## src/rtl/mux_reg_port.sv

```systemverilog
module mux_reg_port #(
  parameter int DW        = 8,
  parameter int NREG      = 6,
  parameter int BASE_ADDR = 'h40,
  parameter int READ_CMD  = 'h80
) (
  input  logic                   clk,
  input  logic                   rst_n,
  input  logic                   ale_i,
  input  logic                   wrs_i,
  input  logic [DW-1:0]          bus_i,
  input  logic                   fld50_i,
  input  logic                   fld100_i,
  output logic [1:0]             hi_o,
  output logic                   hi_oe,
  output logic [NREG*(DW+1)-1:0] vals_o
);
  localparam int VW = DW + 1;
  localparam logic [DW-1:0] RD_CMD   = DW'(READ_CMD);
  localparam logic [DW-1:0] MSB_ADDR = DW'(BASE_ADDR + NREG);
  localparam logic [DW-1:0] LO_ADDR  = DW'(BASE_ADDR);

  logic [2:0]      ale_sy, st_sy;
  logic [DW-1:0]   addr_q;
  logic            arm_q, rdc_q;
  logic [NREG-1:0] msb_q;

  wire ale_fall = ale_sy[2] & ~ale_sy[1];
  wire st_fall  = st_sy[2]  & ~st_sy[1];
  wire st_rise  = ~st_sy[2] &  st_sy[1];
  wire wr_en    = st_fall & ~rdc_q;

  always_ff @(posedge clk) begin
    if (!rst_n) begin
      ale_sy <= '1;
      st_sy  <= '1;
    end else begin
      ale_sy <= {ale_sy[1:0], ale_i};
      st_sy  <= {st_sy[1:0], wrs_i};
    end
  end

  always_ff @(posedge clk) begin
    if (!rst_n) begin
      addr_q <= '0;
      arm_q  <= 1'b0;
      rdc_q  <= 1'b0;
    end else begin
      if (st_rise && rdc_q) rdc_q <= 1'b0;
      if (ale_fall) begin
        addr_q <= bus_i;
        arm_q  <= (bus_i == RD_CMD);
        rdc_q  <= arm_q;
      end
    end
  end

  always_ff @(posedge clk) begin
    if (!rst_n) msb_q <= '0;
    else if (wr_en && addr_q == MSB_ADDR) msb_q <= bus_i[NREG-1:0];
  end

  for (genvar k = 0; k < NREG; k++) begin : g_val
    localparam logic [DW-1:0] MY_ADDR = DW'(BASE_ADDR + k);
    logic [DW-1:0] lo_q;
    always_ff @(posedge clk) begin
      if (!rst_n) lo_q <= '0;
      else if (wr_en && addr_q == MY_ADDR) lo_q <= bus_i;
    end
    assign vals_o[k*VW +: VW] = {msb_q[k], lo_q};
  end

  assign hi_oe = rdc_q & ~st_sy[1];
  assign hi_o  = hi_oe ? {fld100_i, fld50_i} : 2'b00;


  hold_without_strobe_chk: assert property (@(posedge clk) disable iff (!rst_n)
    !st_fall |=> $stable(vals_o));


  read_no_write_chk: assert property (@(posedge clk) disable iff (!rst_n)
    rdc_q |=> $stable(vals_o));


  unmapped_ignored_chk: assert property (@(posedge clk) disable iff (!rst_n)
    (st_fall && (addr_q < LO_ADDR || addr_q > MSB_ADDR)) |=> $stable(vals_o));


  msb_only_own_addr_chk: assert property (@(posedge clk) disable iff (!rst_n)
    (st_fall && addr_q != MSB_ADDR) |=> $stable(msb_q));


  read_one_shot_chk: assert property (@(posedge clk) disable iff (!rst_n)
    ($fell(hi_oe) && !ale_fall) |=> !rdc_q);


  read_needs_arm_chk: assert property (@(posedge clk) disable iff (!rst_n)
    $rose(rdc_q) |-> $past(arm_q));
endmodule

```

## config.mk

```make
export PLATFORM = sky130hd
export DESIGN_NAME = mux_reg_port
export DESIGN_NICKNAME = d
export VERILOG_FILES = /design/src/rtl/mux_reg_port.sv
export SDC_FILE = /design/constraint.sdc
export NUM_CORES = 1
export LEC_CHECK = 0
export ABC_AREA = 1
export BUFFER_PORTS_ARGS = -buffer_cell sky130_fd_sc_hd__buf_2
export CORE_MARGIN = 4
export CORE_UTILIZATION = 49
export DETAILED_ROUTE_END_ITERATION = 16
export PLACE_DENSITY = 0.71
export SLEW_MARGIN = 0
export SYNTH_ARGS = -nofsm -noshare
export SYNTH_HDL_FRONTEND = slang
export SYNTH_SLANG_ARGS = --single-unit
```

## constraint.sdc

```tcl
create_clock -name clk -period 2.2 [get_ports clk]
set_input_delay 0.11 -clock clk [delete_from_list [all_inputs] [get_ports clk]]
set_output_delay 0.11 -clock clk [all_outputs]
set_load 0.005 [all_outputs]
```

* Word-level counts from Yosys, hierarchy flattened
Index checks and enable logic that the tools add are counted.
** Storage, ports and cells
- Output and inout port bits :: 57
- Input bits :: 14
- Register bits after elaboration :: 70
- Logic and storage cells :: 41
** Operators by class
- Reductions and logical operators :: 9
- Bitwise logic cells :: 9
- Muxes and demuxes :: 3
- Equality and inequality tests :: 8
** Operators by type and width (number)
- $eq 8x7->1 const B :: 7
- $eq 8x8->1 const B :: 1
- $logic_and 1x1->1 :: 8
- $and 1x1->1 :: 5
- $not 1->1 :: 4
- $mux 1 :: 2
- $mux 2 :: 1
- $reduce_bool 2->1 :: 1

* Depth between registers and ports, before layout
Gate-level depths: netlist (run 1).
- Word-level depth :: 5
- Mapped depth :: 8
- Gate-level depth less buffers :: 7

* Worst setup path after synthesis (run 1)
Ideal clock, no wire load.
- Path kind :: flip-flop to flip-flop
- Start point :: register addr_q[1]
- End point :: register g_val[1].lo_q[0]
- Library setup time :: 0.115 ns
- Required time :: 2.085 ns
- Setup slack :: 1.072 ns
- Stages on the path, launching flop included :: 8
- Path buffers :: 1
- Arrival time :: 1.013 ns
- Clock period less this slack :: 1.128 ns
- Path through :: dfxtp_1 > inv_1 > nand2_1 > nor2_2 > buf_4 > nand3_1 > nand2_1 > nor2_1
** On the way
- Word-level cells in the longest chain between the ends :: 2
** Ends and longest elaborated chain
- from (decl) :: RTL line 24 : logic [DW-1:0] addr_q;
- from (signal assigned) :: RTL line 51 : addr_q <= bus_i;
- $eq 8x7->1 :: RTL line 68 : else if (wr_en && addr_q == MY_ADDR) lo_q <= bus_i;
- $logic_and 1x1->1 :: RTL line 68
- to (signal assigned) :: RTL line 68
- to (decl) :: RTL line 65 : logic [DW-1:0] lo_q;
Every way passes these cells.
A chain may end at the register's enable or synchronous reset.

* Worst setup path in the final report (run 1)
- Start point :: register addr_q[6]
- End point :: register g_val[4].lo_q[5]
** On the way
- Word-level cells in the longest chain between the ends :: 2
** Ends and longest elaborated chain (RTL line)
- $eq 8x7->1 :: 68
- $logic_and 1x1->1 :: 68
- to (signal assigned) :: 68
- to (decl) :: 65
Every way passes these cells.

==> out/metrics.cfg, run 1 <==
[power]
power_frac_comb = 0.062
switching_share = 0.230
power_frac_clock = 0.449
ir_worst_vdd_v = 0.000449
powerDensity_nw_per_um2 = 768
leakage_nw = 1.59
p_int_mw = 2.03
switching_power_mw = 0.606
p_seq_frac = 0.489
finalPower_mw = 2.63

[min_path]
hold_class = in2reg

[setup_path]
arrival_ns = 1.74
crit_path_max_incr_delay_ns = 0.50
path_delay_family = buffers and inverters
slowest_stage = buf_4
crit_buf_inv = 2
required_ns = 2.43
path_max_fanout = 66
r2r_slack_ns = 0.69
path_cells = inv_2 > nor2_1 > nand2_1 > nor2_4 > buf_4 > nand3_1 > nand2_1 > nor2_1
crit_type = reg2reg
end_kind = register
startpoint_type = register

[logic_synthesis]
yosysTopAreaCell = dfxtp_1
synth_area_um2 = 2850
synth-edff-count = 0
syn_area_per_cell_um2 = 7.33
yosys_most_used_dff = dfxtp_1
ys_seq_area_frac = 0.493
synth_cell_type_count = 20
synth_cells = 388
yosys.area.top_type_share = 0.493
async_flop_share = 0
ys_ff_latch = 70
synthMostInstantiatedCell = dfxtp_1
synthesis.nets = 402
synth_top_cells_by_count = dfxtp_1, nand2_1, nor2_1
synth_area_leaders = dfxtp_1, a21oi_1, nand3_1
yosysWarningCount = 0

[timing]
fin_crit_sh = 0.685
tightest_slew_ns = 0.592
period_minus_slack_ns = 1.51
max_freq_mhz = 664
fin_skew_ns = 0.0107
finalHoldViolations = 0
rsz0062_at_grt = false
drv_slew = 0
relSlewSlack = 0.605
setup_viol = 0
final.setup.tns_ns = 0

[clock_network]
ctsLongestPathBuffers = 2
cts_tree = done
root_buffer = clkbuf_8
ctsResizeCount = 0
cts-htree-levels = 3
cts_hold_buffers = 2
cts.sinks = 70
path_clk_slew_ns = 0.07
cts_setup_buffers = 0
cts_buffers = 9
insertion_delay_ns = 0.34

[final_layout]
nets = 463
area_delta_synth_final_pct = 20.6
drive_gt1_frac = 0.238
fillCellCount = 533
diodes = 0

[placement]
portBuffers = 70
dpl.hpwl_um = 4300
gp_congestion = 0.767

[die]
io_pins = 71
std_cell_rows = 27
start_util = 0.510
dieArea_um2 = 7090
die_y_um = 84.2
core_area_um2 = 5570
die_x_um = 84.2

[drt]
wl_um = 6720
vias_per_cell = 5.11
dr.first_iter.drc_count = 161
wire_per_inst_um = 12.8
dr.pass1.iters = 5
drc_errors = 0
vias = 2688
ant_nets = 0

[run_status]
status = completed

[global_route]
grt_max_degree = 67
track_usage = 0.197
grt_pass1_wl_um = 11300
overflow = 0
grt_pass1_vias = 2404
antenna_found_initial = 0

[flow_run]
drv_cap = 0

==> flip-flops by register name, indices dropped and copies added, names as in the netlist <==
| signal | flops |
|---|---|
| addr_q | 8 |
| ale_sy | 3 |
| arm_q | 1 |
| g_val.lo_q | 48 |
| msb_q | 6 |
| rdc_q | 1 |
| st_sy | 3 |
==> layout by cell type (no fill, tap or decap), drive strengths merged <==
cell and instances:
a21oi 62, a31oi 1, buf 74, bufinv 2
clkbuf 11, clkinv 3, clkinvlp 1, dfxtp 70
dlygate4sd3 2, inv 20, nand2 68, nand3 56
nor2 70, nor3 1, o21ai 9, or2 4
==> final cells by class <==
cell class,instances,area (um^2),area share
well taps,72,90.1,0.0263
flip-flops and latches,70,1400,0.408
clock buffers,11,151,0.0441
repair buffers,76,413,0.120
inverters,21,78.8,0.0230
clock inverters,5,81.3,0.0237
multi-input cells,271,1210,0.354
==> kinds of logic after synthesis <==
| kind of cell | share of synthesized area |
|---|---|
| DFF | 0.493 |
| buffers and inverters | 0.0805 |
| AOI/OAI and AO/OA | 0.127 |
| and+or+nand+nor | 0.300 |
==> metrics by stage <==
| step | util | setup WS, ns | instances | area (um^2) | hold WS [ns] |
|---|---|---|---|---|---|
| after detailed placement | 0.570 | 0.725 | 508 | 3180 | 0.299 |
| after CTS | 0.615 | 0.721 | 526 | 3430 | 0.0339 |
| after global placement | 0.570 | 0.742 | 508 | 3180 | 0.295 |
| after global routing | 0.615 | 0.480 | 526 | 3430 | 0.0589 |
| final | 0.615 | 0.694 | 526 | 3430 | 0.0442 |
| after floorplan | - | 1.07 | 388 | 2850 | 0.217 |
==> worst paths after layout <==
| kind | startpoint | endpoint | depth (start not counted) |
|---|---|---|---|
| max | addr_q[6] | g_val[4].lo_q[5] | 8 |
| min | bus_i[5] | addr_q[5] | 3 |
| max reg2reg | addr_q[6] | g_val[4].lo_q[5] | 8 |
| min reg2reg | ale_sy[0] | ale_sy[1] | 1 |
==> power groups by stage <==
stage | logic, mW | registers (mW) | clock network (mW)
3_5_place_dp | 0.161 | 1.32 | 0
5_1_grt | 0.185 | 1.29 | 1.26
6_report | 0.164 | 1.29 | 1.18
3_3_place_gp | 0.158 | 1.32 | 0
2_1_floorplan | 0.117 | 1.32 | 0
4_1_cts | 0.164 | 1.29 | 1.20
==> per-layer routing <==
metal	wire length, um	global-route usage	share of wire	vias up
met5	0	0	0	-
li1	-	-	-	1383
met4	158	0.0921	0.024	0
met1	3070	0.261	0.46	1211
met2	3050	0.303	0.45	80
met3	437	0.0461	0.065	14
==> worst register-to-register path: stages (launching register included) <==
cell	delay, ns
dfxtp_1	0.32
inv_2	0.04
nor2_1	0.08
nand2_1	0.09
nor2_4	0.09
buf_4	0.50
nand3_1	0.16
nand2_1	0.09
nor2_1	0.04
Note: power is estimated with default switching activity, not from simulation.
==> inputs of run 2 (changes only) <==
- ABC_AREA: 1 -> 0
- PLACE_DENSITY: 0.71 -> 0.72
- clock period: 2.2 -> 1.5 ns (I/O delays scaled with it)
==> run 2 against run 1 <==
The run now ends with negative setup slack left. Setup slack got worse by 0.94 ns. First-iteration DRC count is 13% lower. Die area down 6.5%. Via count fell by 24%. Global-route usage increased by 0.10 points. Worst hold slack worse by 0.022 ns. Critical endpoint is now msb_q[4]. Largest power group unchanged. Highest routed layer unchanged.
==> out/metrics.cfg, run 2 <==
[power]
switching_power_mw = 0.807  ; +33%
p_seq_frac = 0.488  ; about the same
p_int_mw = 3.05  ; +50%
leakage_nw = 1.64  ; +3.2%
powerDensity_nw_per_um2 = 1110  ; +45%
ir_worst_vdd_v = 0.000705  ; +57%
switching_share = 0.209  ; -0.0207
power_frac_comb = 0.044  ; -0.018
finalPower_mw = 3.85  ; +46%
power_frac_clock = 0.468  ; +0.019

[placement]
portBuffers = 70  ; unchanged
dpl.hpwl_um = 4020  ; -6.5%
gp_congestion = 0.790  ; +3.0%
pre_cts_ws_ns = -0.253  ; -0.978 ns

[drt]
dr.first_iter.drc_count = 140  ; -13%
dr.pass1.iters = 4  ; -1
wl_um = 6060  ; -9.8%
drc_errors = 0  ; unchanged
wire_per_inst_um = 14.6  ; +14%
vias_per_cell = 4.90  ; -4.0%
ant_nets = 0  ; unchanged
vias = 2040  ; -24%

[final_layout]
area_delta_synth_final_pct = 31.1
top_register = g_val.lo_q
layout_commonest_cell = nand2_1
diodes = 0  ; unchanged
nets = 355  ; -23%
largest_reg_flops = 48  ; unchanged
final_cell_mix = nand2_1, buf_2, dfxtp_1, mux2i_1, a21boi_0
fillCellCount = 430  ; -19%
top_regs = g_val.lo_q (48), addr_q (8), msb_q (6)
drive_gt1_frac = 0.321  ; +0.0829

[global_route]
track_usage = 0.198  ; +0.00103
grt_pass1_wl_um = 9490  ; -16%
grt_max_degree = 43  ; -36%
overflow = 0  ; unchanged
antenna_found_initial = 0  ; unchanged
grt_pass1_vias = 1929  ; -20%

[setup_path]
rr_worst_depth = 3  ; -5
startpoint_type = register
path_max_fanout = 6  ; -91%
end_kind = register
required_ns = 1.71  ; -0.72 ns
arrival_ns = 1.96  ; +0.22 ns
crit_type = reg2reg

[logic_synthesis]
synth_area_um2 = 2640  ; -7.1%
synth_cell_type_count = 21  ; +5.0%
synth-edff-count = 0  ; unchanged
synthesis.nets = 274  ; -32%
ys_seq_area_frac = 0.530  ; +0.0378
syn_area_per_cell_um2 = 10.2  ; +39%
synthMostInstantiatedCell = nand2_1
async_flop_share = 0  ; unchanged
synth_xor_area_frac = 0  ; unchanged
yosys_most_used_dff = dfxtp_1
ys_ff_latch = 70  ; unchanged
yosysWarningCount = 0  ; unchanged
synth-compound-area-share = 0.0284  ; -0.0987
synth_area_leaders = dfxtp_1, mux2i_1, nand2_1
synth.mux.area_fraction = 0.205  ; +0.205
synth_cells = 260  ; -33%
yosys.area.top_type_share = 0.530  ; +0.0378
synth_top_cells_by_count = nand2_1, dfxtp_1, mux2i_1
yosysTopAreaCell = dfxtp_1
synthSimpleGateAreaFrac = 0.207  ; -0.0930
yosys.area_share.adder = 0  ; unchanged
synth_top_family_by_area = simple AND/OR/NAND/NOR gates

[timing]
finalHoldViolations = 0  ; unchanged
rsz0062_at_grt = true
setup_viol = 54  ; +54
drv_slew = 0  ; unchanged
tightest_slew_ns = 0.473  ; -0.119 ns
max_freq_mhz = 572  ; -14%
fin_crit_sh = 1.17  ; +0.482
fin_skew_ns = 0.0151  ; +0.00440 ns
relSlewSlack = 0.684  ; +0.0797
fin_ws_ns = -0.249  ; -0.943 ns
period_minus_slack_ns = 1.75  ; +0.243 ns

[clock_network]
ctsLongestPathBuffers = 2  ; unchanged
cts_setup_buffers = 0  ; unchanged
cts_buffers = 9  ; unchanged
root_buffer = clkbuf_8
path_clk_slew_ns = 0.07  ; about the same
cts_tree = done
cts-htree-levels = 3  ; unchanged
insertion_delay_ns = 0.34  ; about the same
cts.sinks = 70  ; unchanged

[min_path]
hold_depth = 3  ; unchanged
hold_class = in2reg

[die]
dieArea_um2 = 6630  ; -6.5%
die_x_um = 81.4  ; -3.3%
die_y_um = 81.4  ; -3.3%
start_util = 0.511  ; about the same
io_pins = 71  ; unchanged
core_area_um2 = 5170  ; -7.2%
std_cell_rows = 26  ; -3.7%

[run_status]
status = finished with violations
violations = negative setup slack

[flow_run]
drv_cap = 0  ; unchanged

==> run 2: path summary, 6_finish.rpt <==
kind | slack (ns) | end | from
max | -0.25 | msb_q[4] | addr_q[4]
min | 0.02 | addr_q[5] | bus_i[5]
max reg2reg | -0.25 | msb_q[4] | addr_q[4]
min reg2reg | 0.41 | st_sy[1] | st_sy[0]
==> run 2: metal layers <==
metal  part of all wire  vias up  global-route usage
met3              0.058        9              0.0746
li1                   -     1027                   -
met5                  0        -                   0
met1               0.46      947               0.250
met4              0.014        0              0.0878
met2               0.47       57               0.300
==> run 2: power by group through the flow <==
| stage | combinational (mW) | sequential, mW | clock [mW] |
|---|---|---|---|
| 2_1_floorplan | 0.0875 | 1.92 | 0 |
| 3_3_place_gp | 0.157 | 1.92 | 0 |
| 3_5_place_dp | 0.159 | 1.92 | 0 |
| 4_1_cts | 0.168 | 1.88 | 1.83 |
| 5_1_grt | 0.183 | 1.88 | 1.91 |
| 6_report | 0.168 | 1.88 | 1.80 |
==> run 2: final cells by class <==
class	instances	area, um^2	share of cell area
Clock inverter	5	108	0.0311
Timing Repair Buffer	87	539	0.156
Multi-Input combinational cell	172	1190	0.344
Inverter	1	3.75	0.00108
Sequential cell	70	1400	0.405
Tap cell	70	87.6	0.0253
Clock buffer	11	131	0.0379
==> run 2: through the flow <==
| step | cell area [um^2] | TNS (ns) | std cells | utilization | hold WS [ns] |
|---|---|---|---|---|---|
| 5_1_grt | 3460 | -11.96 | 416 | 0.670 | 0.0133 |
| 3_3_place_gp | 3180 | -8.73 | 400 | 0.615 | 0.259 |
| 6_report | 3460 | -9.22 | 416 | 0.670 | 0.0218 |
| 2_1_floorplan | 2660 | -8.61 | 260 | - | 0.176 |
| 3_5_place_dp | 3180 | -9.82 | 400 | 0.615 | 0.266 |
| 4_1_cts | 3490 | -9.85 | 419 | 0.675 | 0.00241 |
==> run 2: repair_timing <==
item / 4_1_cts / 5_1_grt
gates cloned: 0 / 0
hold buffers: 3 / 0
setup endpoints to repair: 54 / 54
pin swaps: 1 / 1
gates resized for setup: 12 / 1
endpoints found under the hold margin: 3 / 0
==> run 2: cells by family (layout without fill, tap and decap cells) <==
| group | count (synthesis) | in the layout |
|---|---|---|
| DFF | 70 | 70 |
| AOI/OAI and AO/OA | 10 | 10 |
| and+or+nand+nor | 108 | 108 |
| buffers and inverters | 18 | 104 |
| muxes | 54 | 54 |
==> run 2: worst max-delay path, cell delays in order (launching register included) <==
cell and delay [ns]:
dfxtp_2 0.33, or4_4 0.57, or4_4 0.58, mux2i_1 0.14
